`src/rtl/atapi_pkt_pkg.sv`:
```
package atapi_pkt_pkg;
  localparam logic [3:0] A_DATA    = 4'd0;
  localparam logic [3:0] A_ERRFEAT = 4'd1;
  localparam logic [3:0] A_COUNT   = 4'd2;
  localparam logic [3:0] A_LBA0    = 4'd3;
  localparam logic [3:0] A_LBA1    = 4'd4;
  localparam logic [3:0] A_LBA2    = 4'd5;
  localparam logic [3:0] A_DEV     = 4'd6;
  localparam logic [3:0] A_STATCMD = 4'd7;
  localparam logic [3:0] A_ALT     = 4'd8;

  localparam logic [7:0] OP_RESET  = 8'h08;
  localparam logic [7:0] OP_PACKET = 8'hA0;
  localparam logic [7:0] OP_SETFT  = 8'hEF;
  localparam logic [7:0] PKT_IDENT = 8'h11;

  localparam logic [7:0] ST_READY  = 8'h50;
  localparam logic [7:0] ST_ERROR  = 8'h51;
  localparam logic [7:0] ST_DRQ    = 8'h58;
  localparam logic [7:0] ST_BUSY   = 8'hD0;

  typedef enum logic [2:0] {
    PH_IDLE, PH_CMD, PH_BUSY_PKT, PH_DATA, PH_BUSY_DATA
  } phase_t;
endpackage

```
`src/rtl/atapi_reply_rom.sv`:
```
module atapi_reply_rom #(
  parameter int WORDS = 6,
  localparam int IW = (WORDS > 1) ? $clog2(WORDS) : 1
) (
  input  logic [IW-1:0] idx,
  output logic [15:0]   word
);
  always_comb begin
    case (int'(idx))
      0:       word = 16'hB400;
      1:       word = 16'h0019;
      2:       word = 16'h0800;
      3:       word = 16'h4553;
      4:       word = 16'h2020;
      5:       word = 16'h2020;
      default: word = 16'hFFFF;
    endcase
  end
endmodule

```
`src/rtl/atapi_busy_timer.sv`:
```
module atapi_busy_timer #(
  parameter int CYCLES = 4,
  localparam int CW = $clog2(CYCLES + 1)
) (
  input  logic clk,
  input  logic rst,
  input  logic load,
  output logic done
);
  logic [CW-1:0] cnt_q;

  always_ff @(posedge clk) begin
    if (rst)               cnt_q <= '0;
    else if (load)         cnt_q <= CW'(CYCLES);
    else if (cnt_q != '0)  cnt_q <= cnt_q - CW'(1);
  end

  assign done = (cnt_q == CW'(1));
endmodule

```
`src/rtl/atapi_pkt_engine.sv`:
```
module atapi_pkt_engine
  import atapi_pkt_pkg::*;
#(
  parameter int BUSY_CYCLES = 4,
  parameter int PKT_WORDS   = 6,
  parameter int REPLY_WORDS = 6
) (
  input  logic        clk,
  input  logic        rst,
  input  logic        bus_wr,
  input  logic        bus_rd,
  input  logic [3:0]  bus_addr,
  input  logic [15:0] bus_wdata,
  output logic [15:0] bus_rdata,
  output logic        intrq
);
  localparam int PW = $clog2(PKT_WORDS);
  localparam int RW = (REPLY_WORDS > 1) ? $clog2(REPLY_WORDS) : 1;

  phase_t        phase_q;
  logic [7:0]    stat_q, err_q, feat_q, cnt_q, lba0_q, lba1_q, lba2_q, dev_q, opcode_q;
  logic          unit_attn_q, irq_q;
  logic [PW-1:0] wcnt_q;
  logic [RW-1:0] ridx_q;
  logic [15:0]   reply_w, rd_val;
  logic          tmr_load, tmr_done, cmd_wr, data_wr, data_rd, last_wr, last_rd;

  assign cmd_wr  = bus_wr && bus_addr == A_STATCMD;
  assign data_wr = bus_wr && bus_addr == A_DATA && phase_q == PH_CMD;
  assign data_rd = bus_rd && bus_addr == A_DATA && phase_q == PH_DATA;
  assign last_wr = data_wr && wcnt_q == PW'(PKT_WORDS - 1);
  assign last_rd = data_rd && ridx_q == RW'(REPLY_WORDS - 1);
  assign tmr_load = last_wr || last_rd;

  atapi_reply_rom #(.WORDS(REPLY_WORDS)) u_rom (.idx(ridx_q), .word(reply_w));
  atapi_busy_timer #(.CYCLES(BUSY_CYCLES)) u_tmr (
    .clk(clk), .rst(rst), .load(tmr_load), .done(tmr_done));

  always_comb begin
    case (bus_addr)
      A_DATA:              rd_val = (phase_q == PH_DATA) ? reply_w : 16'hFFFF;
      A_ERRFEAT:           rd_val = {8'h00, err_q};
      A_COUNT:             rd_val = {8'h00, cnt_q};
      A_LBA0:              rd_val = {8'h00, lba0_q};
      A_LBA1:              rd_val = {8'h00, lba1_q};
      A_LBA2:              rd_val = {8'h00, lba2_q};
      A_DEV:               rd_val = {8'h00, dev_q};
      A_STATCMD, A_ALT:    rd_val = {8'h00, stat_q};
      default:             rd_val = 16'h0000;
    endcase
  end

  always_ff @(posedge clk) begin
    if (rst) begin
      phase_q <= PH_IDLE;
      stat_q <= 8'h00; err_q <= 8'h01; cnt_q <= 8'h01; lba0_q <= 8'h01;
      lba1_q <= 8'h14; lba2_q <= 8'hEB; dev_q <= 8'h00; feat_q <= 8'h00;
      opcode_q <= 8'h00; unit_attn_q <= 1'b1; irq_q <= 1'b0;
      wcnt_q <= '0; ridx_q <= '0; bus_rdata <= 16'h0000;
    end else begin
      if (bus_rd) bus_rdata <= rd_val;
      if (bus_rd && bus_addr == A_STATCMD) irq_q <= 1'b0;

      if (phase_q == PH_IDLE && bus_wr) begin
        case (bus_addr)
          A_ERRFEAT: feat_q <= bus_wdata[7:0];
          A_COUNT:   cnt_q  <= bus_wdata[7:0];
          A_LBA0:    lba0_q <= bus_wdata[7:0];
          A_LBA1:    lba1_q <= bus_wdata[7:0];
          A_LBA2:    lba2_q <= bus_wdata[7:0];
          A_DEV:     dev_q  <= bus_wdata[7:0];
          default: ;
        endcase
      end

      if (cmd_wr && bus_wdata[7:0] == OP_RESET) begin
        phase_q <= PH_IDLE;
        stat_q <= 8'h00; err_q <= 8'h01; cnt_q <= 8'h01; lba0_q <= 8'h01;
        lba1_q <= 8'h14; lba2_q <= 8'hEB; dev_q <= 8'h00;
        unit_attn_q <= 1'b1; irq_q <= 1'b0;
      end else if (cmd_wr && phase_q == PH_IDLE) begin
        irq_q <= 1'b0;
        if (bus_wdata[7:0] == OP_PACKET) begin
          phase_q <= PH_CMD; stat_q <= ST_DRQ; cnt_q <= 8'h01; wcnt_q <= '0;
        end else if (bus_wdata[7:0] == OP_SETFT && feat_q == 8'h03) begin
          stat_q <= ST_READY; err_q <= 8'h00;
          lba0_q <= 8'h01; lba1_q <= 8'h00; lba2_q <= 8'h00;
        end else begin
          stat_q <= ST_ERROR; err_q <= 8'h04; irq_q <= 1'b1;
        end
      end

      if (data_wr) begin
        wcnt_q <= wcnt_q + PW'(1);
        if (wcnt_q == '0) opcode_q <= bus_wdata[7:0];
        if (last_wr) begin
          phase_q <= PH_BUSY_PKT; stat_q <= ST_BUSY;
        end
      end

      if (data_rd) begin
        ridx_q <= ridx_q + RW'(1);
        if (last_rd) begin
          phase_q <= PH_BUSY_DATA; stat_q <= ST_BUSY; irq_q <= 1'b0;
        end
      end

      if (tmr_done && phase_q == PH_BUSY_PKT) begin
        irq_q <= 1'b1;
        if (unit_attn_q) begin
          unit_attn_q <= 1'b0; phase_q <= PH_IDLE;
          stat_q <= ST_ERROR; err_q <= 8'h60; cnt_q <= 8'h03;
        end else if (opcode_q == PKT_IDENT) begin
          phase_q <= PH_DATA; ridx_q <= '0;
          stat_q <= ST_DRQ; err_q <= 8'h00; cnt_q <= 8'h02;
          lba0_q <= 8'h00; lba1_q <= 8'(2 * REPLY_WORDS);
        end else begin
          phase_q <= PH_IDLE;
          stat_q <= ST_READY; err_q <= 8'h00; cnt_q <= 8'h03;
        end
      end

      if (tmr_done && phase_q == PH_BUSY_DATA) begin
        irq_q <= 1'b1; phase_q <= PH_IDLE;
        stat_q <= ST_READY; err_q <= 8'h00; cnt_q <= 8'h03;
      end
    end
  end

  assign intrq = irq_q;
endmodule

```
`config.mk`:
```
export PLATFORM = sky130hd
export DESIGN_NAME = atapi_pkt_engine
export DESIGN_NICKNAME = d
export VERILOG_FILES = /design/src/rtl/atapi_pkt_pkg.sv /design/src/rtl/atapi_reply_rom.sv /design/src/rtl/atapi_busy_timer.sv /design/src/rtl/atapi_pkt_engine.sv
export SDC_FILE = /design/constraint.sdc
export NUM_CORES = 1
export LEC_CHECK = 0
export BUFFER_PORTS_ARGS = -buffer_cell sky130_fd_sc_hd__buf_2
export CORE_UTILIZATION = 45
export CTS_CLUSTER_DIAMETER = 80
export DETAILED_ROUTE_END_ITERATION = 8
export SETUP_SLACK_MARGIN = 0.1
export SKIP_CTS_REPAIR_TIMING = 1
export SLEW_MARGIN = 20
export SYNTH_ARGS = -nofsm -noshare
export SYNTH_HDL_FRONTEND = slang
export SYNTH_SLANG_ARGS = --single-unit
```
`constraint.sdc`:
```
create_clock -name clk -period 4.42 [get_ports clk]
set_clock_uncertainty 0.1 [all_clocks]
set_input_delay 0.884 -clock clk [delete_from_list [all_inputs] [get_ports clk]]
set_output_delay 0.884 -clock clk [all_outputs]
set_load 0.03 [all_outputs]
```
==> results of run 1 <==
==> power by group <==
part           total (mW)  internal [mW]  switching, mW
clock               0.563          0.217          0.346
combinational       0.191         0.0715          0.119
sequential          0.891          0.877         0.0144
==> worst max path at each step <==
stage	depth (start not counted)	startpoint	slack, ps	to
floorplan	6	bus_addr[0]	1760	cnt_q[1]$_SDFF_PP0_
global placement	6	bus_wdata[0]	1050	lba0_q[7]$_SDFF_PP0_
detailed placement	6	bus_wdata[0]	950	lba0_q[7]$_SDFF_PP0_
CTS	6	bus_wdata[0]	1370	lba1_q[1]$_SDFF_PP0_
global route	6	bus_wdata[0]	1130	lba1_q[1]$_SDFF_PP0_
finish	6	bus_wdata[0]	1390	lba1_q[6]$_SDFF_PP0_
==> critical path, stage by stage <==
cell	delay, ps
buf_2	220
or4b_2	610
nor4_1	410
nor2b_1	660
or3_4	350
nor2_1	60
==> layout by cell type, fill, tap and decap left out, types with 3 or more instances in the layout <==
cell and instances:
dfxtp_1 95, nor2_1 63, mux2i_1 56, nand2_1 35, buf_2 32, a21oi_1 30
o21ai_0 19, nand3_1 13, inv_1 11, ha_1 11, nor2b_1 10, a22oi_1 9
nor3_1 9, clkbuf_8 9, nand2b_1 8, mux2_2 6, a22o_1 6, and2_1 5
a21o_1 4, or3_1 4, nand4b_1 3, a2111oi_0 3, o2111ai_1 3, and3_1 3
clkinv_4 3, buf_4 3
==> flip-flops by register name, indices dropped and copies added (netlist names) <==
| register | cells |
|---|---|
| bus_rdata | 14 |
| cnt_q | 8 |
| dev_q | 8 |
| err_q | 3 |
| feat_q | 8 |
| intrq | 1 |
| lba0_q | 8 |
| lba1_q | 8 |
| lba2_q | 8 |
| opcode_q | 8 |
| phase_q | 3 |
| ridx_q | 3 |
| stat_q | 8 |
| u_tmr.cnt_q | 3 |
| unit_attn_q | 1 |
| wcnt_q | 3 |
==> cells in the mapped netlist, types with 4 or more instances <==
| master | n |
|---|---|
| nor3_1 | 9 |
| nor2_1 | 63 |
| nor2b_1 | 10 |
| a22o_1 | 6 |
| a21o_1 | 4 |
| mux2i_1 | 56 |
| nand3_1 | 13 |
| nand2_1 | 35 |
| ha_1 | 11 |
| clkbuf_1 | 15 |
| inv_1 | 11 |
| and2_1 | 5 |
| dfxtp_1 | 95 |
| nand2b_1 | 8 |
| a21oi_1 | 30 |
| mux2_2 | 6 |
| a22oi_1 | 9 |
| or3_1 | 4 |
| o21ai_0 | 19 |
| buf_2 | 9 |
==> final cells by class <==
| cell class | instances | area, um^2 |
|---|---|---|
| inverters | 13 | 48.8 |
| fillers | 983 | 4860 |
| multi-input cells | 359 | 2470 |
| clock buffers | 9 | 124 |
| well taps | 133 | 166 |
| clock inverters | 7 | 67.6 |
| flip-flops and latches | 95 | 1900 |
| repair buffers | 35 | 183 |
==> metrics by stage <==
| step | setup WS (ps) | hold WS, ps | util (%) | instance area, um^2 |
|---|---|---|---|---|
| floorplan | 1760 | 325 | - | 4560 |
| global placement | 1050 | 330 | 48.5 | 4770 |
| detailed placement | 950 | 339 | 48.5 | 4770 |
| CTS | 1370 | 362 | 50.5 | 4960 |
| global route | 1130 | 386 | 50.5 | 4960 |
| finish | 1390 | 363 | 50.5 | 4960 |
==> kinds of logic after synthesis <==
kind of cell,count (synthesis),share of synthesized area (%)
and+or+nand+nor,182,21.6
buffers and inverters,45,4.39
AOI/OAI and AO/OA,101,15.0
adders and majority gates,11,3.02
DFF,95,41.7
muxes,62,13.8
xor gates and xnor gates,3,0.576
==> layer usage <==
metal	vias to the layer above	wire (um)
met1	1782	5600
met3	21	676
li1	1820	-
met4	0	216
met2	106	5150
met5	-	0
==> run metrics, run 1 <==
CP arrival=~3200 ps; register bit count reported by yosys=95; final non-filler cell total=between 600 and 700; n_diodes=0; 1st-pass router iterations=4; layout cells sized above 1=around 14%; mapped cell area=around 4600 um^2; unrepaired setup endpoints after global routing=false; Hold Path Sink=bus_rdata[1]$_SDFFE_PP0P_; reg-to-reg setup timing slack=around 1800 ps; relative slew slack=49.6%; sequential share of the synthesized area=about two fifths; area leader, netlist=dfxtp_1; met2 Use GR=36.4%; Hold Crit Start=bus_rdata[1]$_SDFFE_PP0P_; Most used DFF post-synth=dfxtp_1; first-pass GRT wire length=approximately 19 mm; fin. max-slew vios=0; Nets=about 550; GR Overflow Total=0; Slew @ Worst Pin=between 700 and 800 ps; cts bufs inserted=9; Yosys top cell area share=between 40% and 50%; P_leak=2.16 nW; Syn-to-layout area delta=8.66%; FF-to-FF Start=feat_q[4]$_SDFFE_PP0P_; Final min period=a little over 3000 ps; Buffers on Ports=32; final hold violations=0; pin count of the biggest net entering global routing=40; met1 GRT Util=between 30% and 40%; status=finished clean; async set-reset flop share out of synthesis=0%; Reg2Reg Depth=5; Overall Global Routing Usage=about a quarter; via count=3729; met3 GRT Util=around 5.5%; core footprint=around 9800 um^2; Post-Route WL=about 12 mm; setup_tns=0 ps; r2r endpoint=lba1_q[6]$_SDFF_PP0_; endpoints failing setup=0; Power Density=332 nW/um^2; layer with the highest usage=met2; initial antenna violation count=0; Iter 0 DRT Violations=183; CTS tree=done; Cell variety after synth=73; Root Buffer=clkbuf_8; RePlAce Congestion=~0.89; number of global-route vias before repair=3440; startpoint types=primary input; clock transition at the registers of the reported paths=~100 ps; maximum vdd drop=about 0.18 mV; num ports=a little over 40; H-tree Lvls=3; Hold Crit Class=reg -> reg; Site Rows=36; Ys Warns=0; CTS max path bufs=2; Critical Path End Type=flop; Inst Count DP=roughly 640; Worst Setup Path Type=in -> reg; dpl hpwl=around 8 mm; cells after synthesis=~500; Fmax=approximately 330 MHz; Max-Cap Viols=0; total clock sinks=95; Routed Antenna Nets=0; WHS Path Cells=2; die height=roughly 100 um; Avg Cell Area, Syn=a little over 9 um^2; EDFF count, synth=0; die width=between 100 and 150 um; die footprint=10500 um^2; drc violations=0; Initial Util=between 40% and 50%; worst-skew pair later-pin latency=380 ps; Wirelength per Cell=around 18 um; CP required=between 4000 and 5000 ps; vias per cell=5.73; top post-synthesis cells by area=dfxtp_1 42%, mux2i_1 12%, nor2_1 5.2%; Synth Net Count=approximately 530; Power, Total=roughly 1.6 mW; CP Max Fanout=12; fraction of the cycle the final worst path needs=about 68%
Power figures use the tool's default switching activity.
==> run 2: changes to the inputs <==
--- a/config.mk
+++ b/config.mk
@@ -5,6 +5,7 @@
 export SDC_FILE = /design/constraint.sdc
 export NUM_CORES = 1
 export LEC_CHECK = 0
+export ABC_AREA = 1
 export BUFFER_PORTS_ARGS = -buffer_cell sky130_fd_sc_hd__buf_2
 export CORE_UTILIZATION = 45
 export CTS_CLUSTER_DIAMETER = 80
==> constraint.sdc (replaced) <==
create_clock -name clk -period 2.9 [get_ports clk]
set_clock_uncertainty 0.1 [all_clocks]
set_input_delay 0.58 -clock clk [delete_from_list [all_inputs] [get_ports clk]]
set_output_delay 0.58 -clock clk [all_outputs]
set_load 0.03 [all_outputs]
==> run 2 against run 1 <==
Effect of this change: flip-flop and latch count did not move; via count rose by 17%; final area rose by 5.2%; final cell count rose by 31%; utilization barely moved; critical path type unchanged; largest cell class unchanged; largest power group unchanged; highest routed layer unchanged.
==> run metrics, run 2 <==
most common cell after layout, fill and taps aside=nand2_1; Overall Global Routing Usage=23.9% (-0.12 points); clock transition at the registers of the reported paths=90 ps (about the same); Power Density=526 nW/um^2 (+58%); status=finished clean; Hold WS=332 ps (-31.1 ps); relative slew slack=68.3% (+19 points); DP Worst Slack=578 ps (-372 ps); Wirelength per Cell=14.8 um (-17%); RePlAce Congestion=0.849 (-4.4%); die footprint=11000 um^2 (+4.6%); async set-reset flop share out of synthesis=0% (unchanged); num ports=41 (unchanged); 1st-pass router iterations=4 (unchanged); Syn-to-layout area delta=9.16%; GR Overflow Total=0 (unchanged); endpoints failing setup=0 (unchanged); Slew @ Worst Pin=474 ps (-275 ps); setup_tns=0 ps (unchanged); Critical Path End Type=flop; Inst Count DP=841 (+32%); max reg flops=14 (unchanged); Avg Cell Area, Syn=6.90 um^2 (-25%); die height=105 um (+2.3%); top post-synthesis cells by area=dfxtp_1 40%, nand2_1 14%, a21oi_1 7.1%; Top reg by flops=bus_rdata; Yosys top cell area share=39.8% (-1.9 points); Most used DFF post-synth=dfxtp_1; CP Max Fanout=19 (+7); n_diodes=0 (unchanged); Site Rows=37 (+2.8%); register bit count reported by yosys=95 (unchanged); P_leak=2.45 nW (+14%); CP required=3100 ps (-1490 ps); top-count cell post-synth=nand2_1; maximum vdd drop=0.257 mV (+44%); Hold Crit Class=reg -> reg; fin. max-slew vios=0 (unchanged); Final min period=1950 ps; total clock sinks=95 (unchanged); cells after synthesis=693 (+39%); cts bufs inserted=9 (unchanged); pin count of the biggest net entering global routing=23 (-43%); Setup WS post-layout=951 ps (-442 ps); Placement Cell Area=4980 um^2 (+4.6%); Initial Util=46.3% (-0.17 points); Nets=751 (+37%); Ys Warns=0 (unchanged); area leader, netlist=dfxtp_1; Routed Antenna Nets=0 (unchanged); final non-filler cell total=855 (+31%); most frequent cells after synthesis=177 x nand2_1, 95 x dfxtp_1, 75 x nor2_1; CP arrival=2150 ps (-1050 ps); vias per cell=5.12 (-11%); Max-Cap Viols=0 (unchanged); Post-Route WL=12.6 mm (+8.4%); EDFF count, synth=0 (unchanged); H-tree Lvls=3 (unchanged); Synth Net Count=728 (+36%); mapped cell area=4780 um^2 (+4.7%); Fmax=approximately 510 MHz; fraction of the cycle the final worst path needs=approximately two thirds; reg-to-reg setup timing slack=990 ps (-770 ps); Cell variety after synth=34 (-53%); unrepaired setup endpoints after global routing=false; worst-skew pair later-pin latency=370 ps (about the same); initial antenna violation count=0 (unchanged); Worst Setup Path Type=in -> reg; Iter 0 DRT Violations=289 (+58%); die width=105 um (+2.3%); Root Buffer=clkbuf_8; layout cells sized above 1=13.5% (-0.60 points); core footprint=10300 um^2 (+5.1%); number of global-route vias before repair=3972 (+15%); startpoint types=primary input; CTS max path bufs=2 (unchanged); sequential share of the synthesized area=39.8% (-1.9 points); final hold violations=0 (unchanged); fillers=1077 (+9.6%); Buffers on Ports=32 (unchanged); post-route cell area=5220 um^2 (+5.2%); most frequent cells in the layout=177 x nand2_1, 95 x dfxtp_1, 75 x nor2_1; first-pass GRT wire length=20.4 mm (+8.4%); CTS tree=done; dpl hpwl=9.15 mm (+13%); drc violations=0 (unchanged); via count=4374 (+17%)
==> run 2: changes by cell type in the layout (fill, tap and decap cells not counted), moves of 12 or more <==
cell     delta
nand2_1   +142
inv_1      +63
mux2i_1    -56
a21oi_1    +38
nand3_1    +31
o21ai_0    +22
nor2_1     +12
==> run 2: path summary, 6_finish.rpt <==
kind / start / to / cells past startpoint
max: bus_wdata[7] / lba1_q[7]$_SDFF_PP0_ / 9
min: stat_q[5]$_SDFF_PP0_ / stat_q[5]$_SDFF_PP0_ / 2
max reg2reg: u_tmr.cnt_q[1]$_SDFFE_PP0P_ / stat_q[2]$_SDFF_PP0_ / 11
min reg2reg: stat_q[5]$_SDFF_PP0_ / stat_q[5]$_SDFF_PP0_ / 2
==> run 2: worst max-delay path: stages <==
cell and delay [ps]:
buf_2 170, inv_1 180, nand3_1 180, nor2_4 60
nand2_4 130, nand2_4 90, inv_4 220, nand3_2 320
a21oi_1 210
==> run 2: report_power, final <==
part / leakage [nW] / internal (mW) / switching, mW
clock: 0.118 / 0.586 / 0.456
sequential: 0.769 / 1.34 / 0.0210
combinational: 1.56 / 0.108 / 0.229
==> run 2: cells by family after synthesis <==
family                     count (synthesis)  synth area share, %
AOI/OAI and AO/OA                        133                 14.7
adders and majority gates                 11                 2.88
buffers and inverters                    110                 10.2
DFF                                       95                 39.8
and+or+nand+nor                          344                 32.4
==> run 2: final cells by class <==
type,instances,area [um^2],area share (%)
Multi-Input combinational cell,488,2390,45.8
Clock inverter,4,95.1,1.82
Inverter,84,318,6.09
Timing Repair Buffer,38,205,3.93
Sequential cell,95,1900,36.5
Tap cell,136,170,3.26
Clock buffer,10,138,2.64
==> run 2: per-layer routing <==
layer / track usage, % / part of all wire (%) / vias up
met4: 8.75 / 1.8 / 0
met3: 2.68 / 3.9 / 14
met1: 34.3 / 50 / 2022
li1: - / - / 2249
met2: 36.8 / 45 / 89
met5: 0 / 0 / -
==> run 2: stage by stage <==
step	util [%]	power [mW]
final	50.5	2.74
after detailed placement	48.3	1.73
after global routing	50.5	2.88
after floorplan	-	1.64
after global placement	48.3	1.72
after CTS	50.5	2.76
==> run 3: changes to the inputs <==
==> constraint.sdc (replaced) <==
create_clock -name clk -period 1.9 [get_ports clk]
set_clock_uncertainty 0.1 [all_clocks]
set_input_delay 0.38 -clock clk [delete_from_list [all_inputs] [get_ports clk]]
set_output_delay 0.38 -clock clk [all_outputs]
set_load 0.03 [all_outputs]
==> run 3 against run 2 <==
Effect of this change: register-to-register slack lost 830 ps; utilization increased by 3.0 points; clock power rose by 50%; count of clock-buffer cells in the layout up 1; critical endpoint is now bus_rdata[2]$_SDFFE_PP0P_; highest routed layer unchanged.
==> run metrics, run 3 (synthesized netlist as in run 2, its figures left out) <==
GR Overflow Total=0 (unchanged); number of global-route vias before repair=4165 (+4.9%); Slew @ Worst Pin=351 ps (-122 ps); Power Density=761 nW/um^2 (+45%); n_diodes=0 (unchanged); CP arrival=1900 ps (-250 ps); cts bufs inserted=9 (unchanged); Hold Crit Class=in -> reg; CTS tree=done; Initial Util=46.3% (unchanged); final non-filler cell total=882 (+3.2%); unrepaired setup endpoints after global routing=true; fin. max-slew vios=0 (unchanged); Inst Count DP=867 (+3.1%); die width=105 um (unchanged); via count=4525 (+3.5%); final hold violations=0 (unchanged); most frequent cells in the layout=172 x nand2_1, 94 x dfxtp_1, 74 x nor2_1; Syn-to-layout area delta=15.6%; relative slew slack=76.5% (+8.1 points); Top delay family on crit path=simple AND/OR/NAND/NOR gates; dpl hpwl=9.73 mm (+6.4%); Fmax=~580 MHz; Worst Path Buf+Inv=1 (-2); CP Max Fanout=6 (-13); Max-Cap Viols=0 (unchanged); cell mode on critical path=nor2_1; Iter 0 DRT Violations=282 (-2.4%); clock share of power=37.0% (-1.0 points); Top reg by flops=bus_rdata; CP peak stage delay=340 ps (+20 ps); Routed Antenna Nets=0 (unchanged); Final min period=about 1700 ps; Power, Total=4.21 mW (+53%); Worst Setup Path Type=reg -> reg; maximum vdd drop=0.348 mV (+35%); sw frac=25.9% (+0.11 points); Nets=777 (+3.5%); fraction of the cycle the final worst path needs=91.4%; most common cell after layout, fill and taps aside=nand2_1; Hold WS=238 ps (-94.6 ps); die height=105 um (unchanged); status=finished clean; H-tree Lvls=3 (unchanged); Wirelength per Cell=14.6 um (-1.0%); Post-Route WL=12.9 mm (+2.1%); endpoints failing setup=0 (unchanged); 1st-pass router iterations=5 (+1); Buffers on Ports=32 (unchanged); sw power=1.09 mW (+54%); clock transition at the registers of the reported paths=90 ps (about the same); CTS max path bufs=2 (unchanged); worst-skew pair later-pin latency=370 ps (about the same); total clock sinks=95 (unchanged); die footprint=11000 um^2 (unchanged); first-pass GRT wire length=21.0 mm (+3.0%); RePlAce Congestion=0.877 (+3.3%); Critical Path End Type=flop; final core utilization=53.5% (+3.0 points); Overall Global Routing Usage=24.8% (+0.94 points); Root Buffer=clkbuf_8; Reg power frac=49.5% (-0.2 points); drc violations=0 (unchanged); startpoint types=flop; layout cells sized above 1=17.8% (+4.3 points); pin count of the biggest net entering global routing=26 (+13%); internal power=3.12 mW (+53%); initial antenna violation count=0 (unchanged); core footprint=10300 um^2 (unchanged); num ports=41 (unchanged); CP max stage cell=dfxtp_1; P_leak=2.61 nW (+6.3%); vias per cell=5.13 (+0.29%); max reg flops=14 (unchanged); logic gate share of total power=13.5% (+1.2 points); CP cell instances=inv_1 -> nand3_1 -> nor2_1 -> nor2_1 -> nor2_1 -> nand3_1 -> nand2_1 -> a21oi_1; CP required=2060 ps (-1040 ps); Site Rows=37 (unchanged)
-- run 3: cell count changes in the layout (fill, tap and decap cells not counted), moves of 3 or more --
cell	before	now
nand3_1	44	41
nand2_2	10	13
nand2_1	177	172
nand3_4	1	4
buf_12	0	4
buf_4	6	28
-- run 3: worst paths after layout --
path,cells past startpoint,startpoint,slack [ps],endpoint
min,3,bus_wdata[3],240,cnt_q[3]$_SDFF_PP0_
min reg2reg,2,stat_q[2]$_SDFF_PP0_,330,stat_q[2]$_SDFF_PP0_
max,8,phase_q[2]$_SDFF_PP0_,160,bus_rdata[2]$_SDFFE_PP0P_
max reg2reg,8,phase_q[2]$_SDFF_PP0_,160,bus_rdata[2]$_SDFFE_PP0P_
-- run 3: power groups by stage --
stage	Clock (mW)	Sequential, mW	Combinational, mW
2_1_floorplan	0	2.14	0.361
3_3_place_gp	0	2.12	0.532
3_5_place_dp	0	2.13	0.547
4_1_cts	1.58	2.08	0.549
5_1_grt	1.67	2.09	0.649
6_report	1.56	2.08	0.566
-- run 3: per-layer routing --
layer	track usage (%)	up-vias	share of wire, %
met4	8.15	0	1.5
met2	40.3	119	46
met5	0	-	0
li1	-	2310	-
met3	3.37	16	4.9
met1	33.9	2080	47
-- run 3: final cells by class --
| type | instances | area (um^2) |
|---|---|---|
| fill | 1051 | 4800 |
| sequential | 95 | 1900 |
| clock inverter | 4 | 95.1 |
| multi-input combinational | 488 | 2460 |
| tap | 136 | 170 |
| inverter | 84 | 318 |
| timing repair buffer | 64 | 450 |
| clock buffer | 11 | 131 |
-- run 3: metrics by stage --
stage / instance area, um^2 / setup WS [ps] / TNS [ps]
global route: 5530 / 16.2 / 0
global placement: 5230 / 36.5 / 0
detailed placement: 5230 / -81.7 / -200
floorplan: 4780 / 360 / 0
finish: 5530 / 164 / 0
CTS: 5460 / 42.4 / 0
-- run 3: tightest hold or removal path, cell delays in order --
cell and delay, ps:
buf_2 140, nand4_1 90, a21oi_1 60
